`config.mk`:
```
export PLATFORM = sky130hd
export DESIGN_NAME = bar_xlate
export DESIGN_NICKNAME = d
export VERILOG_FILES = /design/src/rtl/bar_xlate_pkg.sv /design/src/rtl/bar_xlate_winregs.sv /design/src/rtl/bar_xlate_decode.sv /design/src/rtl/bar_xlate_outreg.sv /design/src/rtl/bar_xlate.sv
export SDC_FILE = /design/constraint.sdc
export NUM_CORES = 1
export LEC_CHECK = 0
export BUFFER_PORTS_ARGS = -buffer_cell sky130_fd_sc_hd__buf_4
export CAP_MARGIN = 20
export CORE_MARGIN = 2
export CORE_UTILIZATION = 31
export CTS_BUF_LIST = sky130_fd_sc_hd__clkbuf_2
export DETAILED_ROUTE_END_ITERATION = 10
export PLACE_DENSITY = 0.52
export SLEW_MARGIN = 25
export SYNTH_ARGS = -nofsm -noshare
export SYNTH_HDL_FRONTEND = slang
export SYNTH_SLANG_ARGS = --single-unit
```
`constraint.sdc`:
```
create_clock -name clk -period 3.76 [get_ports clk]
set_input_delay 0.188 -clock clk [delete_from_list [all_inputs] [get_ports clk]]
set_output_delay 0.188 -clock clk [all_outputs]
set_load 0.01 [all_outputs]
```
`src/rtl/bar_xlate_pkg.sv`:
```
package bar_xlate_pkg;

  typedef enum logic [2:0] {
    TGT_NONE   = 3'd0,
    TGT_WIN    = 3'd1,
    TGT_PROM   = 3'd2,
    TGT_BRIDGE = 3'd3,
    TGT_COMMON = 3'd4
  } tgt_e;

  localparam logic [1:0] LAY_8K   = 2'd0;
  localparam logic [1:0] LAY_16K  = 2'd1;
  localparam logic [1:0] LAY_DUAL = 2'd2;

  localparam int PAGE_W = 12;

endpackage

```
`src/rtl/bar_xlate_winregs.sv`:
```
module bar_xlate_winregs
  import bar_xlate_pkg::*;
#(
  parameter int AW   = 32,
  parameter int NWIN = 2
) (
  input  logic                       clk,
  input  logic                       rst_n,
  input  logic                       wr_en,
  input  logic [$clog2(NWIN)-1:0]    wr_sel,
  input  logic [AW-1:0]              wr_data,
  input  logic [$clog2(NWIN)-1:0]    rd_sel,
  output logic [AW-1:0]              rd_data,
  output logic [NWIN-1:0][AW-1:0]    win
);

  localparam logic [AW-1:0] ALIGN = {{(AW-PAGE_W){1'b1}}, {PAGE_W{1'b0}}};

  logic [NWIN-1:0][AW-1:0] win_nxt;
  logic [NWIN-1:0]         win_en;

  for (genvar g = 0; g < NWIN; g++) begin : g_win
    always_comb begin
      win_en[g]  = wr_en && (wr_sel == g);
      win_nxt[g] = wr_data & ALIGN;
    end

    always_ff @(posedge clk or negedge rst_n) begin
      if (!rst_n) begin
        win[g] <= '0;
      end else if (win_en[g]) begin
        win[g] <= win_nxt[g];
      end
    end

    // an unselected register keeps its value
    a_r2_hold: assert property (@(posedge clk) disable iff (!rst_n)
      !(wr_en && wr_sel == g) |=> $stable(win[g]));
    // the stored value is page aligned
    a_r2_aligned: assert property (@(posedge clk) disable iff (!rst_n)
      win[g][PAGE_W-1:0] == '0);
  end

  always_comb rd_data = win[rd_sel];

endmodule

```
`src/rtl/bar_xlate_decode.sv`:
```
module bar_xlate_decode
  import bar_xlate_pkg::*;
#(
  parameter int AW = 32,
  parameter int OW = 14
) (
  input  logic [1:0]    layout,
  input  logic          prom_cap,
  input  logic          req,
  input  logic [OW-1:0] off,
  input  logic [AW-1:0] win0,
  input  logic [AW-1:0] win1,
  output tgt_e          tgt,
  output logic [AW-1:0] addr,
  output logic          err
);

  localparam logic [AW-1:0] ALIGN = {{(AW-PAGE_W){1'b1}}, {PAGE_W{1'b0}}};

  logic [OW-PAGE_W-1:0] page;
  logic [PAGE_W-1:0]    lo;
  logic [PAGE_W-1:0]    loc;
  logic                 use_win;
  logic                 sel_hi;
  logic [AW-1:0]        base;

  always_comb begin
    page    = off[OW-1:PAGE_W];
    lo      = off[PAGE_W-1:0];
    tgt     = TGT_NONE;
    loc     = '0;
    err     = 1'b0;
    use_win = 1'b0;
    sel_hi  = 1'b0;
    if (req) begin
      case (layout)
        LAY_8K: begin
          case (page)
            2'd0: begin tgt = TGT_WIN; use_win = 1'b1; end
            2'd1: begin
              if (!lo[11]) begin
                tgt = TGT_PROM;
                loc = {1'b0, lo[10:0]};
              end else if (!lo[10]) begin
                tgt = TGT_BRIDGE;
                loc = {2'b00, lo[9:0]};
              end else begin
                tgt = TGT_BRIDGE;
                loc = {2'b11, lo[9:0]};
              end
            end
            default: err = 1'b1;
          endcase
        end
        LAY_16K: begin
          case (page)
            2'd0: begin tgt = TGT_WIN; use_win = 1'b1; end
            2'd1: begin tgt = TGT_PROM;   loc = lo; end
            2'd2: begin tgt = TGT_BRIDGE; loc = lo; end
            default: begin tgt = TGT_COMMON; loc = lo; end
          endcase
        end
        LAY_DUAL: begin
          case (page)
            2'd0: begin tgt = TGT_WIN; use_win = 1'b1; end
            2'd1: begin tgt = TGT_WIN; use_win = 1'b1; sel_hi = 1'b1; end
            2'd2: begin tgt = TGT_BRIDGE; loc = lo; end
            default: begin
              if (lo[11] && prom_cap) begin
                tgt = TGT_PROM;
                loc = {1'b0, lo[10:0]};
              end else begin
                tgt = TGT_COMMON;
                loc = lo;
              end
            end
          endcase
        end
        default: err = 1'b1;
      endcase
    end
    base = sel_hi ? win1 : win0;
    addr = use_win ? ((base & ALIGN) | AW'(lo)) : AW'(loc);
  end

endmodule

```
`src/rtl/bar_xlate_outreg.sv`:
```
module bar_xlate_outreg
  import bar_xlate_pkg::*;
#(
  parameter int AW = 32
) (
  input  logic          clk,
  input  logic          rst_n,
  input  logic          req,
  input  logic          wr,
  input  tgt_e          tgt_d,
  input  logic [AW-1:0] addr_d,
  input  logic          err_d,
  output logic          valid_q,
  output logic          write_q,
  output tgt_e          tgt_q,
  output logic [AW-1:0] addr_q,
  output logic          err_q
);

  logic          valid_n;
  logic          write_n;
  tgt_e          tgt_n;
  logic [AW-1:0] addr_n;
  logic          err_n;
  logic          upd_en;

  always_comb begin
    upd_en  = req || valid_q;
    valid_n = req;
    write_n = req && wr;
    tgt_n   = req ? tgt_d : TGT_NONE;
    addr_n  = req ? addr_d : '0;
    err_n   = req && err_d;
  end

  always_ff @(posedge clk or negedge rst_n) begin
    if (!rst_n) begin
      valid_q <= 1'b0;
      write_q <= 1'b0;
      tgt_q   <= TGT_NONE;
      addr_q  <= '0;
      err_q   <= 1'b0;
    end else if (upd_en) begin
      valid_q <= valid_n;
      write_q <= write_n;
      tgt_q   <= tgt_n;
      addr_q  <= addr_n;
      err_q   <= err_n;
    end
  end

  // a strobe is reported on the next edge
  a_r10_latency: assert property (@(posedge clk) disable iff (!rst_n)
    req |=> valid_q);
  // an idle cycle leaves an empty result
  a_r10_idle: assert property (@(posedge clk) disable iff (!rst_n)
    !valid_q |-> (tgt_q == TGT_NONE && !err_q && addr_q == '0));
  // an error never carries a target
  a_r6_err_no_tgt: assert property (@(posedge clk) disable iff (!rst_n)
    err_q |-> tgt_q == TGT_NONE);

endmodule

```
`src/rtl/bar_xlate.sv`:
```
module bar_xlate
  import bar_xlate_pkg::*;
#(
  parameter int AW = 32,
  parameter int OW = 14
) (
  input  logic          clk,
  input  logic          rst_n,
  input  logic [1:0]    layout_sel,
  input  logic          prom_cap,
  input  logic          cfg_wr_en,
  input  logic          cfg_wr_sel,
  input  logic [AW-1:0] cfg_wr_data,
  input  logic          cfg_rd_sel,
  output logic [AW-1:0] cfg_rd_data,
  input  logic [OW-1:0] acc_off,
  input  logic          acc_rd,
  input  logic          acc_wr,
  output logic          out_valid,
  output logic          out_write,
  output logic [2:0]    out_tgt,
  output logic [AW-1:0] out_addr,
  output logic          out_err
);

  localparam int NWIN = 2;

  logic [1:0]              rst_sync;
  logic                    rst_int_n;
  logic [NWIN-1:0][AW-1:0] win;
  logic                    req;
  tgt_e                    tgt_d;
  tgt_e                    tgt_q;
  logic [AW-1:0]           addr_d;
  logic                    err_d;

  always_ff @(posedge clk or negedge rst_n) begin
    if (!rst_n) rst_sync <= 2'b00;
    else        rst_sync <= {rst_sync[0], 1'b1};
  end
  assign rst_int_n = rst_sync[1];

  assign req = acc_rd || acc_wr;

  bar_xlate_winregs #(.AW(AW), .NWIN(NWIN)) u_winregs (
    .clk     (clk),
    .rst_n   (rst_int_n),
    .wr_en   (cfg_wr_en),
    .wr_sel  (cfg_wr_sel),
    .wr_data (cfg_wr_data),
    .rd_sel  (cfg_rd_sel),
    .rd_data (cfg_rd_data),
    .win     (win)
  );

  bar_xlate_decode #(.AW(AW), .OW(OW)) u_decode (
    .layout   (layout_sel),
    .prom_cap (prom_cap),
    .req      (req),
    .off      (acc_off),
    .win0     (win[0]),
    .win1     (win[1]),
    .tgt      (tgt_d),
    .addr     (addr_d),
    .err      (err_d)
  );

  bar_xlate_outreg #(.AW(AW)) u_outreg (
    .clk     (clk),
    .rst_n   (rst_int_n),
    .req     (req),
    .wr      (acc_wr),
    .tgt_d   (tgt_d),
    .addr_d  (addr_d),
    .err_d   (err_d),
    .valid_q (out_valid),
    .write_q (out_write),
    .tgt_q   (tgt_q),
    .addr_q  (out_addr),
    .err_q   (out_err)
  );

  assign out_tgt = tgt_q;

  // the bottom page always lands in the first sliding window
  a_r3_low_page: assert property (@(posedge clk) disable iff (!rst_int_n)
    (req && acc_off[OW-1:PAGE_W] == '0 && layout_sel != 2'd3)
      |=> (out_tgt == 3'd1 && out_addr[PAGE_W-1:0] == $past(acc_off[PAGE_W-1:0])));
  // the PROM is reachable in the dual layout only with the capability set
  a_r9_prom_cap: assert property (@(posedge clk) disable iff (!rst_int_n)
    (req && layout_sel == LAY_DUAL && !prom_cap) |=> out_tgt != 3'd2);
  // a reserved layout always errors
  a_r12_reserved: assert property (@(posedge clk) disable iff (!rst_int_n)
    (req && layout_sel == 2'd3) |=> out_err);
  // the write flag follows the sampled strobe
  a_r10_write_flag: assert property (@(posedge clk) disable iff (!rst_int_n)
    req |=> out_write == $past(acc_wr));

endmodule

```
==> metrics.log <==
INFO  metric status = finished clean
INFO  metric yosys-top-cells-count = 80 x dfrtp_1, 60 x mux2_2, 26 x nand2_1
INFO  metric gr-usage-all-layers = 0.144
INFO  metric rows = 40
INFO  metric synth.most_common_cell = dfrtp_1
INFO  metric start_util = 0.316
INFO  metric timing_hold_violations_final = 0
INFO  metric regToRegSetupSlack = about 2.2 ns
INFO  metric netSwitchingPower = around 0.54 mW
INFO  metric p_leak = about 2.5 nW
INFO  metric compound_gate_fraction_of_synth_area = 0.0928
INFO  metric portBuffers = 101
INFO  metric netlist_area = 0.00376 sq mm
INFO  metric crit_path_start_kind = input pin
INFO  metric via_density_per_instance = 4.61
INFO  metric post_detailed_routing_wire_length = about 9000 um
INFO  metric ff2ff_path_depth = 2
INFO  metric synth_sequential_area_ratio = 0.532
INFO  metric worst_hold_path.endpoint = u_outreg.tgt_q[2]
INFO  metric cp_data_arrival_time = about 2.1 ns
INFO  metric synthFlopType = dfrtp_1
INFO  metric switching_share = 0.298
INFO  metric worstHoldStart = prom_cap
INFO  metric drv_cap = 0
INFO  metric drt-pass1-iter-count = 5
INFO  metric grt_first_pass_wirelength = about 14,000 um
INFO  metric worst_pin_slew = approximately 0.94 ns
INFO  metric hpwlAfterDp = around 5700 um
INFO  metric synth-warning-count = 0
INFO  metric combinational_family_with_the_most_area_after_synthesis = multiplexers
INFO  metric antenna_found_initial = 0
INFO  metric gp_routability_congestion = approximately 0.75
INFO  metric cts_repair_resize_count = 0
INFO  metric max_slew_margin = 0.373
INFO  metric die_height = ~110 um
INFO  metric cts_tree = built
INFO  metric ctsLongestPathBuffers = 2
INFO  metric synth_edf_count = 0
INFO  metric rr_startpoint = u_outreg.valid_q
INFO  metric boundary_pin_count = roughly 130
INFO  metric global_route.overflow_total = 0
INFO  metric setup_skew_after_layout = roughly 0.025 ns
INFO  metric timing.final.max_slew_violations = 0
INFO  metric post_synth_mux_area_share = 0.236
INFO  metric synth_area_per_cell = 12.7 sq um
INFO  metric route.detailed.drc = 0
INFO  metric fin_crit_sh = 0.451
INFO  metric cts_inserted_buffers = 9
INFO  metric critical_path_peak_fanout = 20
INFO  metric power.sequential.fraction = 0.555
INFO  metric core-area = 0.0119 sq mm
INFO  metric share_clk_of_total_power = 0.206
INFO  metric wire_per_inst = ~15 um
INFO  metric synth_simple_gate_area_frac = 0.0482
INFO  metric cell_internal_pwr = 1.28 mW
INFO  metric synth_async_sr_flop_share = 1.00
INFO  metric power_frac_comb = 0.239
INFO  metric critical_path.endpoint_type = register
INFO  metric yosys.area_share.xor_xnor = 0
INFO  metric cts_sinks = 80
INFO  metric grt_pass1_vias = roughly 2,800
INFO  metric routed_via_count = 2,687
INFO  metric ir_worst_vdd = about 0.00014 V
INFO  metric final_net_count = slightly below 500
INFO  metric grt_start_max_net_pins = slightly below 80
INFO  metric post_cts.repair.setup_buffers = 0
INFO  metric synth_top_area_cell = dfrtp_1
INFO  metric drtAntennaViolNets = 0
INFO  metric pd_cells = between 300 and 400 mW/mm^2
INFO  metric syn_inst = between 200 and 300
INFO  metric synth.distinct_cells = 34
INFO  metric clk_transition_reported_paths = 0.21 ns
INFO  metric cts.root.buffer_cell = clkbuf_2
INFO  metric area_delta_synth_final = 34.3%
INFO  metric finalPower = 1.83 mW
INFO  metric n_fill_cell = 1,159
INFO  metric yosys.area_share.adder = 0.0333
INFO  metric hold_buffers = 36
INFO  metric grt_setup_unrepaired = no
INFO  metric dr.first_iter.drc_count = 90
INFO  metric die-area = about 0.013 sq mm
INFO  metric yosys_register_bits = 80
INFO  metric dieWidth = 114 um
INFO  metric period_minus_slack = about 1.7 ns
INFO  metric most_area_consuming_cells_after_synthesis = dfrtp_1 53%, mux2_2 18%, mux2i_1 5.6%
INFO  metric timing.critical_path.required = between 4 and 5 ns
INFO  metric instance_count_along_the_most_critical_hold_path = 4
INFO  metric worst_path_class_setup = in -> reg
INFO  metric netlist.area_leader.share = 0.532
INFO  metric setup_violation_total_in_the_final_timing_report = 0
INFO  metric worst_hold_path_class = in -> reg
INFO  metric final.setup.tns = 0 ns
INFO  metric fmax = 590 MHz
INFO  metric clk-insertion-delay-late = 0.53 ns
INFO  metric htreeDepth = 3
INFO  metric final_layout_size_suffix_gt1_frac = 0.432
INFO  metric critical_path.reg2reg.endpoint = u_outreg.addr_q[10]
-- cells in the final DEF (no fill, tap or decap), types with 2 or more instances in the layout --
| cell | count |
|---|---|
| clkinv_2 | 2 |
| ha_1 | 10 |
| clkinv_1 | 2 |
| o21ai_0 | 4 |
| dlygate4sd3_1 | 36 |
| nand2_1 | 25 |
| a21o_1 | 2 |
| a21oi_1 | 3 |
| conb_1 | 13 |
| clkbuf_2 | 10 |
| inv_1 | 6 |
| a22o_1 | 12 |
| mux2i_1 | 21 |
| mux2_2 | 60 |
| nor2_4 | 2 |
| dfrtp_1 | 79 |
| nor2_1 | 3 |
| buf_4 | 103 |
| o21ai_1 | 22 |
-- layer usage --
layer	wire [um]	global-route usage
met3	409	0.0376
met1	4190	0.186
met5	0	0
met2	4290	0.235
met4	112	0.0480
-- sequential cells by signal, indices dropped and copies added (netlist names) --
signal            cells
rst_sync              2
u_outreg.addr_q      32
u_outreg.err_q        1
u_outreg.tgt_q        3
u_outreg.valid_q      1
u_outreg.write_q      1
u_winregs.win        40
-- power groups by stage --
| stage | clock network (mW) | logic (mW) | registers [mW] |
|---|---|---|---|
| 5_1_grt | 0.436 | 0.477 | 1.03 |
| 2_1_floorplan | 0 | 0.227 | 1.03 |
| 3_3_place_gp | 0 | 0.395 | 1.04 |
| 6_report | 0.376 | 0.437 | 1.02 |
| 3_5_place_dp | 0 | 0.398 | 1.04 |
| 4_1_cts | 0.400 | 0.431 | 1.03 |
-- kinds of logic (layout without fill, tap and decap cells) --
group / count (synthesis) / in the layout
AO/OA/AOI/OAI: 52 / 52
adder cells (fa/ha/maj): 10 / 10
flip-flops: 80 / 80
AND/OR/NAND/NOR: 37 / 37
buffers and inverters: 34 / 162
other: 2 / 14
multiplexers: 81 / 81
-- critical path, cell delays in order --
cell and delay, ns:
dlygate4sd3_1 0.53, buf_4 0.13, nor2_4 0.05, inv_2 0.09
nand3_2 0.63, mux2i_1 0.39, o21ai_1 0.08
-- final cells by class --
class,instances,area [sq um],share of cell area
antenna,1,2.50,0.000496
clock buffer,10,50.0,0.00991
clock inverter,5,25.0,0.00496
inverter,7,26.3,0.00520
multi-input combinational,193,1600,0.316
sequential,80,2010,0.397
tap,147,184,0.0364
timing repair buffer,140,1160,0.230
-- per-stage QoR --
| step | utilization | instances | setup WS (ns) | hold WS, ns | instance area, sq um |
|---|---|---|---|---|---|
| 2_1_floorplan | - | 307 | 1.37 | -0.108 | 3800 |
| 3_3_place_gp | 0.385 | 530 | 1.72 | -0.0293 | 4580 |
| 3_5_place_dp | 0.385 | 530 | 1.71 | -0.0235 | 4580 |
| 4_1_cts | 0.421 | 581 | 2.08 | 0.0000248 | 5020 |
| 5_1_grt | 0.424 | 582 | 2.02 | 0.0184 | 5050 |
| 6_report | 0.424 | 583 | 2.06 | 0.0686 | 5050 |
-- how the worst max path moves through the flow --
stage / start / to / slack (ns) / cells after the start
2_1_floorplan: rst_sync[1] / u_outreg.addr_q[0] / 1.37 / 0
3_3_place_gp: acc_off[13] / u_outreg.addr_q[21] / 1.72 / 6
3_5_place_dp: acc_off[13] / u_outreg.addr_q[14] / 1.71 / 6
4_1_cts: acc_wr / u_outreg.addr_q[21] / 2.08 / 7
5_1_grt: acc_wr / u_outreg.addr_q[20] / 2.02 / 7
6_report: acc_wr / u_outreg.addr_q[21] / 2.06 / 7
Note: power is estimated with default switching activity, not from simulation.
